[config.mk]
export PLATFORM = sky130hd
export DESIGN_NAME = adc_seq_ctrl
export DESIGN_NICKNAME = d
export VERILOG_FILES = /design/src/rtl/adc_seq_ctrl.sv
export SDC_FILE = /design/constraint.sdc
export NUM_CORES = 1
export LEC_CHECK = 0
export ABC_AREA = 1
export BUFFER_PORTS_ARGS = -buffer_cell sky130_fd_sc_hd__buf_2
export CAP_MARGIN = 20
export CORE_MARGIN = 8
export CORE_UTILIZATION = 50
export CTS_CLUSTER_SIZE = 16
export DETAILED_ROUTE_END_ITERATION = 12
export HOLD_SLACK_MARGIN = 0.06
export PLACE_DENSITY_LB_ADDON = 0.2
export RECOVER_POWER = 100
export SYNTH_ARGS = -nofsm -noshare
export SYNTH_HDL_FRONTEND = slang
export SYNTH_SLANG_ARGS = --single-unit
[constraint.sdc]
create_clock -name clk -period 1.8 [get_ports clk]
set_input_delay 0.45 -clock clk [delete_from_list [all_inputs] [get_ports clk]]
set_output_delay 0.45 -clock clk [all_outputs]
set_load 0.05 [all_outputs]
[src/rtl/adc_seq_ctrl.sv]
module adc_seq_ctrl #(
  parameter int CLK_PERIOD_NS = 20,
  parameter int START_MIN_NS  = 100,
  parameter int ACQ_MIN_NS    = 330,
  parameter int CONV_FAST_NS  = 3500,
  parameter int CONV_SLOW_NS  = 5250,
  parameter int SCLK_HALF     = 2,
  parameter int FRAME_W       = 16,
  parameter int DATA_W        = 14,
  parameter int START_BIT     = 1
) (
  input  logic               clk,
  input  logic               rst,
  input  logic               sample_req,
  input  logic               sw_start_mode,
  input  logic               xfer_after,
  input  logic               slow_grade,
  input  logic [FRAME_W-1:0] ctrl_word,
  input  logic               busy,
  input  logic               sdi,
  output logic               convst,
  output logic               sync_n,
  output logic               sclk,
  output logic               sdo,
  output logic               result_valid,
  output logic [DATA_W-1:0]  result,
  output logic [FRAME_W-DATA_W-1:0] tag,
  output logic               conv_timeout
);
  localparam int PULSE_CYC = (START_MIN_NS + CLK_PERIOD_NS - 1) / CLK_PERIOD_NS;
  localparam int ACQ_CYC   = (ACQ_MIN_NS + CLK_PERIOD_NS - 1) / CLK_PERIOD_NS;
  localparam int TO_FAST   = (CONV_FAST_NS + CLK_PERIOD_NS - 1) / CLK_PERIOD_NS;
  localparam int TO_SLOW   = (CONV_SLOW_NS + CLK_PERIOD_NS - 1) / CLK_PERIOD_NS;
  localparam int TO_MAX    = (TO_SLOW > TO_FAST) ? TO_SLOW : TO_FAST;
  localparam int CW = $clog2(TO_MAX + 1);
  localparam int AW = $clog2(ACQ_CYC + 1);
  localparam int HW = $clog2(SCLK_HALF + 1);
  localparam int BW = $clog2(FRAME_W + 1);
  localparam logic [CW-1:0] CNT_TOP   = CW'(TO_MAX);
  localparam logic [CW-1:0] PULSE_END = CW'(PULSE_CYC - 1);
  localparam logic [CW-1:0] LIM_FAST  = CW'(TO_FAST);
  localparam logic [CW-1:0] LIM_SLOW  = CW'(TO_SLOW);
  localparam logic [AW-1:0] ACQ_TOP   = AW'(ACQ_CYC);
  localparam logic [HW-1:0] PH_END    = HW'(SCLK_HALF - 1);
  localparam logic [BW-1:0] BITS_DONE = BW'(FRAME_W);
  localparam logic [FRAME_W-1:0] START_MASK = {{(FRAME_W-1){1'b0}}, 1'b1} << START_BIT;

  typedef enum logic [2:0] {S_IDLE, S_PULSE, S_WRISE, S_WFALL, S_FRAME} st_t;

  st_t               st;
  logic [CW-1:0]     conv_cnt;
  logic [AW-1:0]     acq_cnt;
  logic [HW-1:0]     ph;
  logic [BW-1:0]     bitn;
  logic [FRAME_W-1:0] tx, rx;
  logic              pend, busy_q, m_sw, m_after;

  wire acq_done = (acq_cnt == ACQ_TOP);
  wire to_hit   = (conv_cnt >= (slow_grade ? LIM_SLOW : LIM_FAST));
  wire [FRAME_W-1:0] sw_word = ctrl_word | START_MASK;
  wire [FRAME_W-1:0] hw_word = ctrl_word & ~START_MASK;

  assign sdo = tx[FRAME_W-1];

  always_ff @(posedge clk) begin
    if (rst) begin
      st           <= S_IDLE;
      convst       <= 1'b0;
      sync_n       <= 1'b1;
      sclk         <= 1'b1;
      tx           <= '0;
      rx           <= '0;
      bitn         <= '0;
      ph           <= '0;
      conv_cnt     <= '0;
      acq_cnt      <= ACQ_TOP;
      pend         <= 1'b0;
      busy_q       <= 1'b0;
      m_sw         <= 1'b0;
      m_after      <= 1'b0;
      result       <= '0;
      tag          <= '0;
      result_valid <= 1'b0;
      conv_timeout <= 1'b0;
    end else begin
      busy_q       <= busy;
      result_valid <= 1'b0;
      conv_timeout <= 1'b0;
      if (sample_req) pend <= 1'b1;
      if (busy_q && !busy) acq_cnt <= '0;
      else if (!acq_done) acq_cnt <= acq_cnt + 1'b1;
      if (conv_cnt != CNT_TOP) conv_cnt <= conv_cnt + 1'b1;

      case (st)
        S_IDLE: if (pend && acq_done) begin
          pend     <= 1'b0;
          m_sw     <= sw_start_mode;
          m_after  <= xfer_after;
          conv_cnt <= '0;
          if (sw_start_mode) begin
            sync_n <= 1'b0;
            sclk   <= 1'b1;
            ph     <= '0;
            bitn   <= '0;
            tx     <= sw_word;
            st     <= S_FRAME;
          end else begin
            convst <= 1'b1;
            st     <= S_PULSE;
          end
        end
        S_PULSE: if (conv_cnt == PULSE_END) begin
          convst <= 1'b0;
          st     <= S_WRISE;
        end
        S_WRISE: begin
          if (busy) begin
            if (!m_sw && !m_after) begin
              sync_n <= 1'b0;
              sclk   <= 1'b1;
              ph     <= '0;
              bitn   <= '0;
              tx     <= hw_word;
              st     <= S_FRAME;
            end else st <= S_WFALL;
          end else if (to_hit) begin
            conv_timeout <= 1'b1;
            acq_cnt      <= '0;
            st           <= S_IDLE;
          end
        end
        S_WFALL: begin
          if (!busy) begin
            if (!m_sw && m_after) begin
              sync_n <= 1'b0;
              sclk   <= 1'b1;
              ph     <= '0;
              bitn   <= '0;
              tx     <= hw_word;
              st     <= S_FRAME;
            end else st <= S_IDLE;
          end else if (to_hit) begin
            conv_timeout <= 1'b1;
            acq_cnt      <= '0;
            st           <= S_IDLE;
          end
        end
        S_FRAME: begin
          if (ph == PH_END) begin
            ph <= '0;
            if (sclk) begin
              if (bitn == BITS_DONE) begin
                sync_n       <= 1'b1;
                result       <= rx[DATA_W-1:0];
                tag          <= rx[FRAME_W-1:DATA_W];
                result_valid <= 1'b1;
                if (m_sw) begin
                  conv_cnt <= '0;
                  st       <= S_WRISE;
                end else if (m_after) st <= S_IDLE;
                else st <= S_WFALL;
              end else begin
                sclk <= 1'b0;
                if (bitn != '0) tx <= {tx[FRAME_W-2:0], 1'b0};
              end
            end else begin
              sclk <= 1'b1;
              rx   <= {rx[FRAME_W-2:0], sdi};
              bitn <= bitn + 1'b1;
            end
          end else ph <= ph + 1'b1;
        end
        default: st <= S_IDLE;
      endcase
    end
  end
endmodule

======== Yosys cells after proc, flatten, opt, wreduce, memory -nomap -nowiden ========
Index checks and enable logic that the tools add are counted.
word-level totals
  output and inout port bits .............. 22
  input bits .............................. 24
  flip-flop bits (word level) ............. 81
  logic and storage cells ................. 158
operators by class
  reductions and logical operators ........ 22
  add/sub/neg operators ................... 4
  equal/unequal tests ..................... 23
  bitwise operators ....................... 3
  magnitude comparators ................... 1
  muxes and demuxes ....................... 87
operators by type and width
  cell                 number
  $mux 16              10
  $mux 5               13
  $pmux 16 s4          1
  $mux 9               7
  $mux 3               11
  $ne 2x2->1 const B   14
  $mux 1               27
  $pmux 5 s4           1
  $mux 2               9
  $pmux 9 s2           1
  $pmux 3 s5           1
  $reduce_and 11->1    1
  $add 5x1->5 const B  2
  $eq 5x5->1 const B   2
  $pmux 5 s2           1
  $reduce_and 10->1    1
  $add 9x1->9 const B  1
  $eq 9x3->1 const B   1
  $ge 9x9->1           1
  $ne 9x9->1 const B   1
  $reduce_and 9->1     1
  $pmux 1 s4           2
  $pmux 2 s4           1
  $reduce_and 4->1     2
  other kinds (19)     28

======== Depth between registers and ports, before layout ========
Gate-level depths: netlist (run 1).
  depth in word-level cells ............... 7
  gate-level depth with buffers ........... 13
  gate-level depth less buffers ........... 13

======== Worst setup path before layout (run 1) ========
OpenSTA, ideal clock, no wires.
  path kind ............................... reg2reg
  start ................................... register sclk
  end ..................................... register tx[11]
  buffers on the path ..................... 1
  cell stages (with the launch flop) ...... 11
  period minus slack after synthesis ...... 1.590 ns
  path slack .............................. 0.210 ns
  arrival ................................. 1.477 ns
  required time ........................... 1.687 ns
  library setup time ...................... 0.113 ns
  cell sequence ........................... dfxtp_1 inv_1 nand2_1 nand2_1 nor2_1 nand2_1 nor2_4 buf_4 nand2_1 nand2_1 nor2_1
on the way
  cells in the longest elaborated chain, start to end .. 2
RTL lines
  item                         RTL line  RTL
  from (decl)                  23        output logic sclk,
  from (signal assigned)       70        sclk <= 1'b1;
  from (signal assigned)       102       sclk <= 1'b1;
  from (signal assigned)       120       sclk <= 1'b1;
  $ne 2x2->1 (no line)         -
  $reduce_and 11->1 (no line)  -
  to (signal assigned)         105       tx <= sw_word;
  to (signal assigned)         123       tx <= hw_word;
  to (signal assigned)         139       tx <= hw_word;
  to (decl)                    55        logic [FRAME_W-1:0] tx, rx;
No other way between the ends.
A chain may end at the register's enable or synchronous reset.

======== Final worst setup path (run 1) ========
  start ................................... register tag[1]
  end ..................................... output tag[1]
RTL lines
  item                    RTL line  RTL
  from (decl)             27        output logic [FRAME_W-DATA_W-1:0] tag,
  from (signal assigned)  155       tag <= rx[FRAME_W-1:DATA_W];
No word-level cell between the ends.

==> run summary, run 1 <==
run status - finished, final reports clean
worst reg-to-reg setup slack - 0.17 ns
Worst Setup Start Kind - flip-flop
worst clock skew - 0.01391 ns
main combinational cell family by area after synthesis - simple AND/OR/NAND/NOR gates
dpl ws - -0.07716 ns
sequential element share of the synthesized area - 42.91%
clk buf depth - 2
Commonest cells post-synth - nor2_1, nand2_1, dfxtp_1, o21ai_0, inv_1
clock root buffer - clkbuf_8
final worst slack - 0.1552 ns
overall die height - 102.9 microns
Congestion Overflow GR - 0
share of the synthesized area in the top cell type - 42.91%
clk_lat worst skew - 0.36 ns
Peak Freq - 608.0 MHz
first-pass GRT wire length - 14,030 microns
CP bufs+invs - 1
Synth warnings - 0
Post-Synth Adder-Cell Area - 3.311%
count of port buffers added during placement - 44
total power - 6.045 mW
hold slack - 0.3120 ns
period utilisation layout - 91.38%
ranking of synthesized cells by area - dfxtp_1, nor2_1, nand2_1
Synth area leader - dfxtp_1
per-cell routed wire length - 11.27 microns
antenna violations before repair - 0
most common cell in the netlist - nor2_1
Iter 0 DRT Violations - 116
Post-Synthesis Cells - 565
Core Area - 7292 sq um
total die area - 10,590 sq um
total number of vias - 3,471
xor/xnor share of the synthesized area - 2.086%
Mapped Area - 3779 sq um
Post-CTS Resized - 1
Synth Area in Compound Gates - 9.040%
Synth Register Bits - 81
# hold bufs at CTS - 0
count of placed standard cells including taps - 700
Post-Synth Simple-Gate Area - 34.97%
Tightest Hold Check Type - in2reg
count of flip-flops with a built-in enable after synthesis - 0
HPWL Detailed - 5809 microns
Peak VDD IR - 0.0006151 V
Worst slew margin - 42.40%
DR pass1 iterations - 5
Pins Over Slew Limit - 0
endpoints failing setup - 0
met2 wire len - 3787 microns
post-synthesis mux area share - 0%
utilization after layout - 59.59%
layout cell share with drive strength beyond 1 - 11.51%
DRC - 0
average size of a mapped cell - 6.688 sq um
Worst path slowest cell - clkbuf_1
H-tree depth - 3
All-Layer GR Usage - 16.26%
initial core utilization - 51.82%
Setup CP Type - reg2out
Vias/cell - 4.848
total routed wirelength - 8068 microns
Synth Flop Type - dfxtp_1
Max stage delay on crit path - 0.49 ns
Synth cell types - 29
fraction of registers with async set/reset - 0%
area grow syn2layout - 15.00%
Final Hold Fails - 0
Critical Path AT - 1.19 ns
vias in the first global route - 3,300
Nets - 646
pwr dens - 1391 nW/um^2
max_cap viols - 0
wire length on met1 - 3773 microns
Slew @ Worst Pin - 0.8641 ns
io pins - 46
Mapped Nets - 599
non-filler instance count after layout - 716
Placer Congestion - 0.8941
P_leak - 1.990 nW
CTS Buf Count - 9
Critical Path RT - 1.35 ns
Post-DRT Antenna Nets - 0
Reg clk slew, reported paths - 0.09 ns
met3 routed WL - 384 microns
# diodes - 0
CTS sink count - 81
RSZ-0062 raised after global routing - true
largest net degree at the start of global routing - 49
# rows - 31
worst path cell trace - clkbuf_1
CTS tree - built
DIE WIDTH - 102.9 microns
Highest Signal Layer - met4
Crit path max-delay family - buffers and inverters
Worst Path Max Fanout - 2
CP endpoint kind - primary output
post-layout minimum cycle time - 1.645 ns
post-CTS setup buffers - 0
routing by layer:
layer  global-route usage [%]  up-vias
li1                         -     1855
met3                    3.646       10
met2                    28.29       58
met4                    6.229        0
met5                        0        -
met1                    18.94     1548
kinds of logic after synthesis:
logic type	after synthesis
adders and majority gates	10
and+or+nand+nor	328
DFF	81
xor gates and xnor gates	9
AOI/OAI and AO/OA	66
buffers and inverters	71
layout by cell type, fill, tap and decap left out, drive strengths merged:
cell / instances
clkinv: 1
ha: 10
o21ai: 47
nand2: 142
dfxtp: 81
nor2: 149
inv: 57
a211oi: 1
nand3: 17
nor3b: 1
bufinv: 2
a21o: 1
buf: 31
nand4: 6
clkbuf: 32
a22oi: 1
a21oi: 16
nor3: 11
nand3b: 1
xor2: 8
nor4: 1
xnor2: 1
where the power goes:
part           total, mW  switching (mW)  internal [mW]
registers           2.16           0.144           2.02
clock network       1.55           0.735          0.811
logic               2.34            1.51          0.824
path summary, 6_finish.rpt:
path,depth (start not counted),start,endpoint
hold / removal,3,sample_req,pend
setup / recovery,1,tag[1],tag[1]
setup reg to reg,6,st[0],conv_cnt[1]
hold reg to reg,2,tx[6],tx[6]
cell type report:
cell class / count / area (sq um)
Tap cell: 99 / 123.9
Inverter: 53 / 203.9
Sequential cell: 81 / 1622
Multi-Input combinational cell: 413 / 1874
Fill cell: 755 / 2947
Clock inverter: 7 / 106.4
Timing Repair Buffer: 54 / 291.5
Clock buffer: 9 / 123.9
stage by stage:
step / setup TNS, ns / area (sq um)
finish: 0 / 4345
global route: -0.004330 / 4345
CTS: 0 / 4364
detailed placement: -0.2161 / 4131
global placement: 0 / 4131
floorplan: 0 / 3779
registers in the layout, summed over array words and instances (netlist names), 2 cells and up:
name and flops:
result 14, tag 2, conv_cnt 9, rx 16, ph 2, tx 16
st 3, bitn 5, acq_cnt 5
Note: power is estimated with default switching activity, not from simulation.
==> run 2, diff against run 1 <==
--- a/config.mk
+++ b/config.mk
@@ -8,7 +8,6 @@
 export ABC_AREA = 1
 export BUFFER_PORTS_ARGS = -buffer_cell sky130_fd_sc_hd__buf_2
 export CAP_MARGIN = 20
-export CORE_MARGIN = 8
 export CORE_UTILIZATION = 50
 export CTS_CLUSTER_SIZE = 16
 export DETAILED_ROUTE_END_ITERATION = 12
==> constraint.sdc (replaced) <==
create_clock -name clk -period 1.7 [get_ports clk]
set_input_delay 0.425 -clock clk [delete_from_list [all_inputs] [get_ports clk]]
set_output_delay 0.425 -clock clk [all_outputs]
set_load 0.05 [all_outputs]
==> run 2 against run 1 <==
  * Non-clock buffer count increased by 4
  * Sequential power increased by 6%
  * Die area decreased by 25%
  * Clock skew decreased by 0.00090 ns
  * Clock power decreased by 18%
==> run summary, run 2 (synthesis gave the netlist of run 1 again) <==
Worst Setup Start Kind - flip-flop
P_leak - 2.048 nW
total routed wirelength - 7607 microns
# hold bufs at CTS - 0
CTS tree - built
DR pass1 iterations - 5
most frequent cells in the layout - nor2_1, nand2_1, dfxtp_1
DIE WIDTH - 88.93 microns
CTS sink count - 81
Iter 0 DRT Violations - 100
Area after DPL - 4161 sq um
total number of vias - 3,451
biggest regs - rx x16, tx x16, result x14
final instance area - 4392 sq um
initial core utilization - 51.82%
# diodes - 0
Worst slew margin - 43.94%
# rows - 31
area grow syn2layout - 16.23%
clk_lat worst skew - 0.35 ns
Critical Path Most Common Cell - nand2_1
RR Endpoint - tx[13]
clk buf depth - 2
final worst slack - 0.1321 ns
clock root buffer - clkbuf_8
pwr dens - 1396 nW/um^2
post-CTS setup buffers - 0
Critical Path AT - 1.81 ns
RR Startpoint - acq_cnt[1]
run status - finished, final reports clean
Hold Path Origin - sample_req
CTS Buf Count - 9
per-cell routed wire length - 10.57 microns
Reg clk slew, reported paths - 0.09 ns
dpl ws - -0.1145 ns
hold depth - 3
CP endpoint kind - flip-flop
r2r worst-path depth - 10
total die area - 7909 sq um
H-tree depth - 3
non-filler instance count after layout - 720
Worst Path Max Fanout - 32
overall die height - 88.93 microns
HPWL Detailed - 5382 microns
DRC - 0
RSZ-0062 raised after global routing - true
Peak Freq - 637.8 MHz
Final Hold Fails - 0
post-layout minimum cycle time - 1.568 ns
Post-CTS Resized - 0
Nets - 650
All-Layer GR Usage - 20.22%
Congestion Overflow GR - 0
Core Area - 7292 sq um
max_cap viols - 0
Tightest Hold Check Type - in2reg
total power - 6.129 mW
layout cell share with drive strength beyond 1 - 17.23%
Critical Path RT - 1.95 ns
worst clock skew - 0.01302 ns
Worst path slowest cell - dfxtp_1
Max stage delay on crit path - 0.34 ns
io pins - 46
worst reg-to-reg setup slack - 0.13 ns
Setup CP Type - reg2reg
Slew @ Worst Pin - 0.8409 ns
count of port buffers added during placement - 44
Placer Congestion - 0.9129
Post-DRT Antenna Nets - 0
Pins Over Slew Limit - 0
count of placed standard cells including taps - 704
vias in the first global route - 2,944
commonest non-fill, non-tap cell in the layout - nor2_1
endpoints failing setup - 0
worst path cell trace - inv_1 -> ha_1 -> nand4_1 -> nand2_2 -> nand3_2 -> nor2_4 -> buf_12 -> nand2_1 -> nand2_1 -> nor2_1
period utilisation layout - 92.23%
worst min-delay path endpoint - pend
Vias/cell - 4.793
largest net degree at the start of global routing - 49
antenna violations before repair - 0
first-pass GRT wire length - 12,550 microns
Peak VDD IR - 0.0006550 V
==> run 2: cell types whose count changed in the layout (fill, tap and decap cells not counted), sizes merged <==
cell      before  now
inv           57   54
bufinv         2    0
clkinv         1    4
buf           31   36
clkbuf        32   31
clkinvlp       0    2
==> run 2: how the worst max path moves through the flow <==
stage	slack, ns	startpoint	cells past startpoint	end
global placement	-0.06	slow_grade	10	acq_cnt[4]
floorplan	0.11	sclk	10	tx[11]
global route	-0.02	st[1]	12	tx[13]
detailed placement	-0.11	slow_grade	12	acq_cnt[1]
finish	0.13	acq_cnt[1]	10	tx[13]
CTS	0.02	st[1]	6	conv_cnt[1]
==> run 2: critical path, delay by kind of cell (launching register included) <==
kind / cells / cell delay [ns]
buf+inv: 2 / 0.24
fa+ha+maj: 1 / 0.15
flops: 1 / 0.34
simple gates: 7 / 0.74
==> run 2: report_power, final <==
part | leakage, nW | internal [mW] | total (mW) | switching [mW]
logic | 1.30 | 0.922 | 2.55 | 1.63
clock network | 0.0862 | 0.542 | 1.27 | 0.732
registers | 0.659 | 2.15 | 2.30 | 0.156
total | 2.05 | 3.61 | 6.13 | 2.52
==> run 2: routing by layer <==
| layer | GRT usage, % | vias to the layer above | share of wire, % |
|---|---|---|---|
| met3 | 3.601 | 12 | 3.3 |
| met1 | 25.20 | 1526 | 49 |
| met2 | 34.83 | 52 | 46 |
| met5 | 0 | - | 0 |
| met4 | 8.081 | 0 | 1.8 |
| li1 | - | 1861 | - |
==> run 2: final cells by class <==
class,instances,area [sq um]
fillers,738,2900
repair buffers,58,346.6
clock inverters,7,55.05
clock buffers,9,123.9
inverters,53,203.9
well taps,99,123.9
multi-input cells,413,1909
flip-flops and latches,81,1629
==> run 2: metrics by stage <==
| step | utilization [%] | setup TNS [ns] | hold slack [ns] |
|---|---|---|---|
| 3_5_place_dp | 57.07 | -0.4596 | 0.4438 |
| 3_3_place_gp | 57.07 | -0.2095 | 0.4389 |
| 5_1_grt | 60.23 | -0.05454 | 0.3110 |
| 2_1_floorplan | - | 0 | 0.4495 |
| 4_1_cts | 59.52 | 0 | 0.2888 |
| 6_report | 60.23 | 0 | 0.2899 |
